### src/rtl/clw_pkg.sv
// Shared types for the channel error logout writer.
// Assumes nothing beyond a single clock domain.
package clw_pkg;

    typedef enum logic [2:0] {
        S_IDLE = 3'd0,
        S_STAT = 3'd1,
        S_PTR  = 3'd2,
        S_LOG  = 3'd3,
        S_IRQ  = 3'd4
    } clw_state_e;

endpackage

### src/rtl/clw_capture.sv
// Snapshot store: latches the status word and every snapshot word in the
// error cycle and returns the word selected by the log index.
// Assumes cap_en_i is high for exactly the cycle that starts a capture.
module clw_capture #(
    parameter int DATA_W    = 32,
    parameter int LOG_WORDS = 28,
    parameter int IDX_W     = 5
) (
    input  logic                        clk,
    input  logic                        rst_n,
    input  logic                        cap_en_i,
    input  logic [DATA_W-1:0]           stat_i,
    input  logic [LOG_WORDS*DATA_W-1:0] snap_i,
    input  logic [IDX_W-1:0]            rd_idx_i,
    output logic [DATA_W-1:0]           stat_q_o,
    output logic [DATA_W-1:0]           word_o
);

    logic [DATA_W-1:0] words_q [LOG_WORDS];

    // Hold the status word taken in the error cycle.
    always_ff @(posedge clk) begin
        if (!rst_n) begin
            stat_q_o <= '0;
        end else if (cap_en_i) begin
            stat_q_o <= stat_i;
        end
    end

    // One register per snapshot word, loaded together on capture.
    for (genvar w = 0; w < LOG_WORDS; w++) begin : g_word
        always_ff @(posedge clk) begin
            if (!rst_n) begin
                words_q[w] <= '0;
            end else if (cap_en_i) begin
                words_q[w] <= snap_i[w*DATA_W +: DATA_W];
            end
        end
    end

    // Select the word for the current log beat, guarded against idle indexes.
    always_comb begin
        word_o = '0;
        for (int k = 0; k < LOG_WORDS; k++) begin
            if (32'(rd_idx_i) == k) begin
                word_o = words_q[k];
            end
        end
    end

endmodule

### src/rtl/clw_seq.sv
// Capture sequencer: steps through status store, pointer fetch, log burst
// and interrupt wait; tracks the log index, base address and overrun flag.
// Assumes gnt_i is meaningful only while this sequencer requests a transfer.
module clw_seq
    import clw_pkg::*;
#(
    parameter int ADDR_W    = 24,
    parameter int LOG_WORDS = 28,
    parameter int IDX_W     = 5
) (
    input  logic              clk,
    input  logic              rst_n,
    input  logic              err_i,
    input  logic              mask_i,
    input  logic              gnt_i,
    input  logic              ack_i,
    input  logic [ADDR_W-1:0] rdata_i,
    output clw_state_e        state_o,
    output logic [IDX_W-1:0]  idx_o,
    output logic [ADDR_W-1:0] base_o,
    output logic              cap_en_o,
    output logic              irq_o,
    output logic              overrun_o
);

    localparam logic [IDX_W-1:0] LAST_IDX = IDX_W'(LOG_WORDS - 1);

    clw_state_e state_q, state_d;
    logic       mask_q;
    logic       start;

    assign start    = err_i && (state_q == S_IDLE);
    assign cap_en_o = start;
    assign state_o  = state_q;
    assign irq_o    = (state_q == S_IRQ);

    // Next-state selection for the capture sequence.
    always_comb begin
        state_d = state_q;
        unique case (state_q)
            S_IDLE: if (err_i) state_d = S_STAT;
            S_STAT: if (gnt_i) state_d = mask_q ? S_PTR : S_IRQ;
            S_PTR:  if (gnt_i) state_d = S_LOG;
            S_LOG:  if (gnt_i && idx_o == LAST_IDX) state_d = S_IRQ;
            S_IRQ:  if (ack_i) state_d = S_IDLE;
            default: state_d = S_IDLE;
        endcase
    end

    // State register.
    always_ff @(posedge clk) begin
        if (!rst_n) state_q <= S_IDLE;
        else        state_q <= state_d;
    end

    // Mask is taken once, in the error cycle.
    always_ff @(posedge clk) begin
        if (!rst_n)     mask_q <= 1'b0;
        else if (start) mask_q <= mask_i;
    end

    // Base address from the pointer read and log beat counter.
    always_ff @(posedge clk) begin
        if (!rst_n) begin
            base_o <= '0;
            idx_o  <= '0;
        end else if (state_q == S_PTR && gnt_i) begin
            base_o <= rdata_i;
            idx_o  <= '0;
        end else if (state_q == S_LOG && gnt_i && idx_o != LAST_IDX) begin
            idx_o  <= idx_o + 1'b1;
        end
    end

    // Sticky overrun when an error lands outside idle.
    always_ff @(posedge clk) begin
        if (!rst_n)                            overrun_o <= 1'b0;
        else if (err_i && state_q != S_IDLE)   overrun_o <= 1'b1;
    end


    irq_hold_chk: assert property (@(posedge clk) disable iff (!rst_n)
        (irq_o && !ack_i) |=> irq_o);


    irq_release_chk: assert property (@(posedge clk) disable iff (!rst_n)
        (irq_o && ack_i) |=> !irq_o);


    overrun_sticky_chk: assert property (@(posedge clk) disable iff (!rst_n)
        overrun_o |=> overrun_o);


    log_idx_range_chk: assert property (@(posedge clk) disable iff (!rst_n)
        (state_q == S_LOG) |-> (idx_o <= LAST_IDX));


    skip_log_chk: assert property (@(posedge clk) disable iff (!rst_n)
        (state_q == S_STAT && gnt_i && !mask_q) |=> (state_q == S_IRQ));

endmodule

### src/rtl/clw_port.sv
// Memory port driver: turns the sequencer state into single-beat read or
// write requests with their address and data.
// Assumes the requester holds its state until the grant arrives.
module clw_port
    import clw_pkg::*;
#(
    parameter int DATA_W    = 32,
    parameter int ADDR_W    = 24,
    parameter int IDX_W     = 5,
    parameter int STAT_SLOT = 64,
    parameter int PTR_SLOT  = 112
) (
    input  logic              clk,
    input  logic              rst_n,
    input  clw_state_e        state_i,
    input  logic [IDX_W-1:0]  idx_i,
    input  logic [ADDR_W-1:0] base_i,
    input  logic [DATA_W-1:0] stat_i,
    input  logic [DATA_W-1:0] word_i,
    input  logic              gnt_i,
    output logic              wr_o,
    output logic              rd_o,
    output logic [ADDR_W-1:0] addr_o,
    output logic [DATA_W-1:0] wdata_o
);

    // Build the request for the current step.
    always_comb begin
        wr_o    = 1'b0;
        rd_o    = 1'b0;
        addr_o  = '0;
        wdata_o = '0;
        unique case (state_i)
            S_STAT: begin
                wr_o    = 1'b1;
                addr_o  = ADDR_W'(STAT_SLOT);
                wdata_o = stat_i;
            end
            S_PTR: begin
                rd_o    = 1'b1;
                addr_o  = ADDR_W'(PTR_SLOT);
            end
            S_LOG: begin
                wr_o    = 1'b1;
                addr_o  = base_i + ADDR_W'(idx_i);
                wdata_o = word_i;
            end
            default: ;
        endcase
    end


    req_hold_chk: assert property (@(posedge clk) disable iff (!rst_n)
        ((wr_o || rd_o) && !gnt_i) |=>
        ($stable(wr_o) && $stable(rd_o) && $stable(addr_o) && $stable(wdata_o)));


    single_dir_chk: assert property (@(posedge clk) disable iff (!rst_n)
        $onehot0({wr_o, rd_o}));

endmodule

### src/rtl/chan_logout_writer.sv
// Channel error logout writer top: on a channel or processor check it
// latches the status word and snapshot, stores the status word, optionally
// writes the snapshot block at a pointer fetched from a fixed word, then
// raises an interrupt request until acknowledged.
// Assumes error inputs are single-cycle pulses in the clk domain.
module chan_logout_writer #(
    parameter int DATA_W    = 32,
    parameter int ADDR_W    = 24,
    parameter int LOG_WORDS = 28,
    parameter int STAT_SLOT = 64,
    parameter int PTR_SLOT  = 112
) (
    input  logic                        clk,
    input  logic                        rst_n,
    input  logic                        chan_chk_i,
    input  logic                        cpu_chk_i,
    input  logic [DATA_W-1:0]           stat_word_i,
    input  logic [LOG_WORDS*DATA_W-1:0] snap_i,
    input  logic                        ext_log_en_i,
    output logic                        mem_wr_o,
    output logic                        mem_rd_o,
    output logic [ADDR_W-1:0]           mem_addr_o,
    output logic [DATA_W-1:0]           mem_wdata_o,
    input  logic [ADDR_W-1:0]           mem_rdata_i,
    input  logic                        mem_gnt_i,
    output logic                        irq_o,
    input  logic                        irq_ack_i,
    output logic                        overrun_o
);
    import clw_pkg::*;

    localparam int IDX_W = (LOG_WORDS > 1) ? $clog2(LOG_WORDS) : 1;

    logic              err;
    logic              cap_en;
    clw_state_e        state;
    logic [IDX_W-1:0]  idx;
    logic [ADDR_W-1:0] base;
    logic [DATA_W-1:0] stat_q;
    logic [DATA_W-1:0] word;

    // Either check source starts a capture.
    assign err = chan_chk_i | cpu_chk_i;

    clw_seq #(
        .ADDR_W(ADDR_W), .LOG_WORDS(LOG_WORDS), .IDX_W(IDX_W)
    ) u_seq (
        .clk(clk), .rst_n(rst_n), .err_i(err), .mask_i(ext_log_en_i),
        .gnt_i(mem_gnt_i), .ack_i(irq_ack_i), .rdata_i(mem_rdata_i),
        .state_o(state), .idx_o(idx), .base_o(base), .cap_en_o(cap_en),
        .irq_o(irq_o), .overrun_o(overrun_o)
    );

    clw_capture #(
        .DATA_W(DATA_W), .LOG_WORDS(LOG_WORDS), .IDX_W(IDX_W)
    ) u_cap (
        .clk(clk), .rst_n(rst_n), .cap_en_i(cap_en), .stat_i(stat_word_i),
        .snap_i(snap_i), .rd_idx_i(idx), .stat_q_o(stat_q), .word_o(word)
    );

    clw_port #(
        .DATA_W(DATA_W), .ADDR_W(ADDR_W), .IDX_W(IDX_W),
        .STAT_SLOT(STAT_SLOT), .PTR_SLOT(PTR_SLOT)
    ) u_port (
        .clk(clk), .rst_n(rst_n), .state_i(state), .idx_i(idx),
        .base_i(base), .stat_i(stat_q), .word_i(word), .gnt_i(mem_gnt_i),
        .wr_o(mem_wr_o), .rd_o(mem_rd_o), .addr_o(mem_addr_o),
        .wdata_o(mem_wdata_o)
    );


    irq_quiet_chk: assert property (@(posedge clk) disable iff (!rst_n)
        irq_o |-> (!mem_wr_o && !mem_rd_o));

endmodule

### config.mk
export PLATFORM = sky130hd
export DESIGN_NAME = chan_logout_writer
export DESIGN_NICKNAME = d
export VERILOG_FILES = /design/src/rtl/clw_pkg.sv /design/src/rtl/clw_capture.sv /design/src/rtl/clw_seq.sv /design/src/rtl/clw_port.sv /design/src/rtl/chan_logout_writer.sv
export SDC_FILE = /design/constraint.sdc
export NUM_CORES = 2
export LEC_CHECK = 0
export ABC_AREA = 1
export BUFFER_PORTS_ARGS = -buffer_cell sky130_fd_sc_hd__clkbuf_2
export CELL_PAD_IN_SITES_DETAIL_PLACEMENT = 1
export CELL_PAD_IN_SITES_GLOBAL_PLACEMENT = 1
export CORE_AREA = 2 2 398 400
export DETAILED_ROUTE_END_ITERATION = 12
export DIE_AREA = 0 0 400 402
export GPL_TIMING_DRIVEN = 0
export PLACE_DENSITY = 0.65
export SLEW_MARGIN = 15
export SYNTH_ARGS = -nofsm -noshare
export SYNTH_HDL_FRONTEND = slang
export SYNTH_SLANG_ARGS = --single-unit
### constraint.sdc
create_clock -name clk -period 47.5 [get_ports clk]
set_input_delay 9.5 -clock clk [delete_from_list [all_inputs] [get_ports clk]]
set_output_delay 9.5 -clock clk [all_outputs]
set_load 0.005 [all_outputs]
==> flow_summary_export.csv <==
group,metric,value,unit
status,status,"finished clean",
synth,synthCells,5615,
timing,final_max_slew_viol_count,0,
global_routing,grt_pass1_vias,43486,
floorplan,design.core.area,0.157,mm2
setup_path,reg2reg_depth,11,
layout,multi_input_area,0.0134,mm2
floorplan,die_area,0.161,mm2
synth,ys_seq_elements,962,
routing,drt_iter0_drc,3406,
floorplan,die_w,400,um
layout,areaGrowthSynthToFinish,24.9,%
setup_path,critPathArrivalTime,6.84,ns
timing,fin_hold_ws,0.465,ns
setup_path,cp_max_fo,10,
synth,synth_common_cells,"inv_1, nand2_1, nor2_1",
clocking,clockRootBuffer,"clkbuf_16",
clocking,numCtsBuffers,111,
setup_path,crit_path_max_incr_delay,0.57,ns
routing,drc,0,
timing,post-route-period-util,34.4,%
floorplan,num_io_pins,1019,
synth,synth.most_common_cell,"inv_1",
global_routing,overflow,0,
setup_path,cpMaxStageDelayCell,"buf_1",
global_routing,grt_antenna_before_repair,27,
layout,drive_above_1_share,20.9,%
setup_path,path_common_cell,"nand3_1",
clocking,numClockSinks,962,
placed_design,dp_hpwl,183000,um
routing,vias,41904,
clocking,cts_resized,0,
power_and_ir_drop,p_per_area,51.1,mW/mm2
timing,max_freq,61.2,MHz
clocking,clkTransAtPathRegs,0.06,ns
clocking,clk_latency,0.74,ns
floorplan,die_h,402,um
placed_design,gp_congestion,0.941,
synth,synth_ff_type,"edfxtp_1",
routing,routed_wirelength,223000,um
clocking,cts_setup_buffers,0,
setup_path,crit_path_end_kind,"primary output",
synth,synth-warning-count,0,
synth,synth_cell_type_count,42,
floorplan,placementRows,146,
floorplan,start_util,30.3,%
power_and_ir_drop,power.total,3.04,mW
power_and_ir_drop,ir_drop,0.0295,mV
synth,synth_area_leader_cell,"edfxtp_1",
setup_path,startpoint_type,"register",
clocking,hold_buffers,0,
min_path,min_path_cells,2,
synth,synthesis.area,0.0476,mm2
synth,synth_edf_count,896,
clocking,clock_path_buffers,3,
routing,dr.pass1.iters,5,
timing,finalHoldViolCount,0,
min_path,hold_class,"register to register",
timing,setup_violations,0,
timing,worst_slew_pin_slew,1.20,ns
synth,synth_nets,6585,
timing,relSlewSlack,20.1,%
job,cap_violations,0,
setup_path,critPathKind,"register to primary output",
synth,synth.area.top_cells,"edfxtp_1, inv_1, nand2_1",
placed_design,port_buffers,1018,
global_routing,grt_pass1_wl,305000,um
timing,rsz0062_at_grt,"false",
global_routing,grtUsageTotal,27.0,%
setup_path,crit_required,38.00,ns
clocking,cts_tree,"done",
routing,drtAntennaViolNets,0,
layout,regArea,0.0282,mm2
clocking,htreeDepth,3,
synth,seq_area_frac_synth,59.3,%
synth,syn_avg_cell_area,8.48,um2
synth,synth_largest_type_area_fraction,56.5,%
layout,utilization,37.8,%
timing,final.setup.tns,0,ns
power_and_ir_drop,p_leak,29.7,nW
routing,via_per_inst,4.68,
timing,final.min_clock_period,16.34,ns
layout,filler_cell_count,19027,
layout,final_nets,7739,
timing,skew,0.0273,ns
synth,async_flop_share,0,%
routing,post_drt_wl_per_cell,24.9,um
global_routing,grt_max_degree,57,
==> through the flow <==
stage	worst slack [ns]	cell area (um2)	cells
after detailed placement	32.03	55900	8728
after global placement	-1.54	55300	8705
final	31.16	59400	8948
after CTS	31.22	59400	8934
after floorplan	11.76	47600	5615
after global routing	30.95	59400	8941
==> sequential cells by signal, summed over array words and instances, names as in the netlist <==
register	cells
u_seq.mask_q	1
u_seq.base_o	24
u_seq.state_o	3
u_seq.idx_o	5
u_cap.words_q	896
u_seq.overrun_o	1
u_cap.stat_q_o	32
==> final timing paths <==
path / startpoint / endpoint / slack (ns)
max: u_seq.idx_o[0]$_SDFFE_PP0P_ / mem_wdata_o[11] / 31.16
max reg2reg: u_seq.state_o[2]$_SDFFE_PN0P_ / u_cap.words_q[0][446]$_SDFFCE_PN0P_ / 43.50
min reg2reg: u_cap.stat_q_o[9]$_SDFFE_PN0P_ / u_cap.stat_q_o[9]$_SDFFE_PN0P_ / 0.46
min: u_cap.stat_q_o[9]$_SDFFE_PN0P_ / u_cap.stat_q_o[9]$_SDFFE_PN0P_ / 0.46
==> worst max-delay path: cells and delay by family (launching register included) <==
kind                       cells  cell delay [ns]
adders and majority gates      1             0.25
AOI/OAI and AO/OA              3             0.71
buffers and inverters          4             0.92
and+or+nand+nor               26             3.77
DFF                            1             0.44
==> layout by cell type, fill, tap and decap left out, types with 4 or more instances in the layout <==
master,n
a211oi_1,6
a21oi_1,58
a31oi_1,6
buf_1,8
buf_12,6
buf_16,15
buf_2,47
buf_4,6
bufinv_16,7
clkbuf_1,225
clkbuf_16,112
clkbuf_2,1022
clkinv_1,34
clkinv_16,4
clkinv_2,28
clkinvlp_4,5
dfxtp_1,66
diode_2,14
edfxtp_1,896
ha_1,10
inv_1,1263
inv_2,19
nand2_1,1050
nand3_1,441
nand4_1,27
nor2_1,1029
nor2_2,4
nor3_1,19
nor3_2,4
o211ai_1,33
o21ai_0,150
o21ai_1,18
o22ai_1,33
or2_0,14
or2_1,25
or2_2,143
==> report_power, final <==
part           switching, mW  leakage, nW  internal, mW
clock                  0.378         1.73         0.472
sequential            0.0904         10.3          1.32
combinational          0.590         17.6         0.185
==> area by class of cell <==
cell class | instances | area share [%]
repair buffers | 1041 | 9.51
inverters | 1287 | 8.13
flip-flops and latches | 962 | 47.5
multi-input cells | 3089 | 22.6
well taps | 2072 | 4.36
clock buffers | 128 | 4.83
plain buffers | 277 | 1.91
clock inverters | 78 | 1.12
diodes | 14 | 0.0589
==> layer usage <==
metal,track usage (%),wire length (um),vias up
li1,-,-,19606
met1,32.9,89100,20541
met2,46.1,109000,1375
met3,3.75,11700,368
met4,14.0,13000,14
met5,0,93,-
==> kinds of logic after synthesis <==
group,Yosys count,synth area share (%)
AO/OA/AOI/OAI,311,3.61
AND/OR/NAND/NOR,2766,24.2
flip-flops,962,59.3
adder cells (fa/ha/maj),11,0.305
XOR/XNOR,1,0.0184
buffers and inverters,1564,12.5
Power figures use the tool's default switching activity.
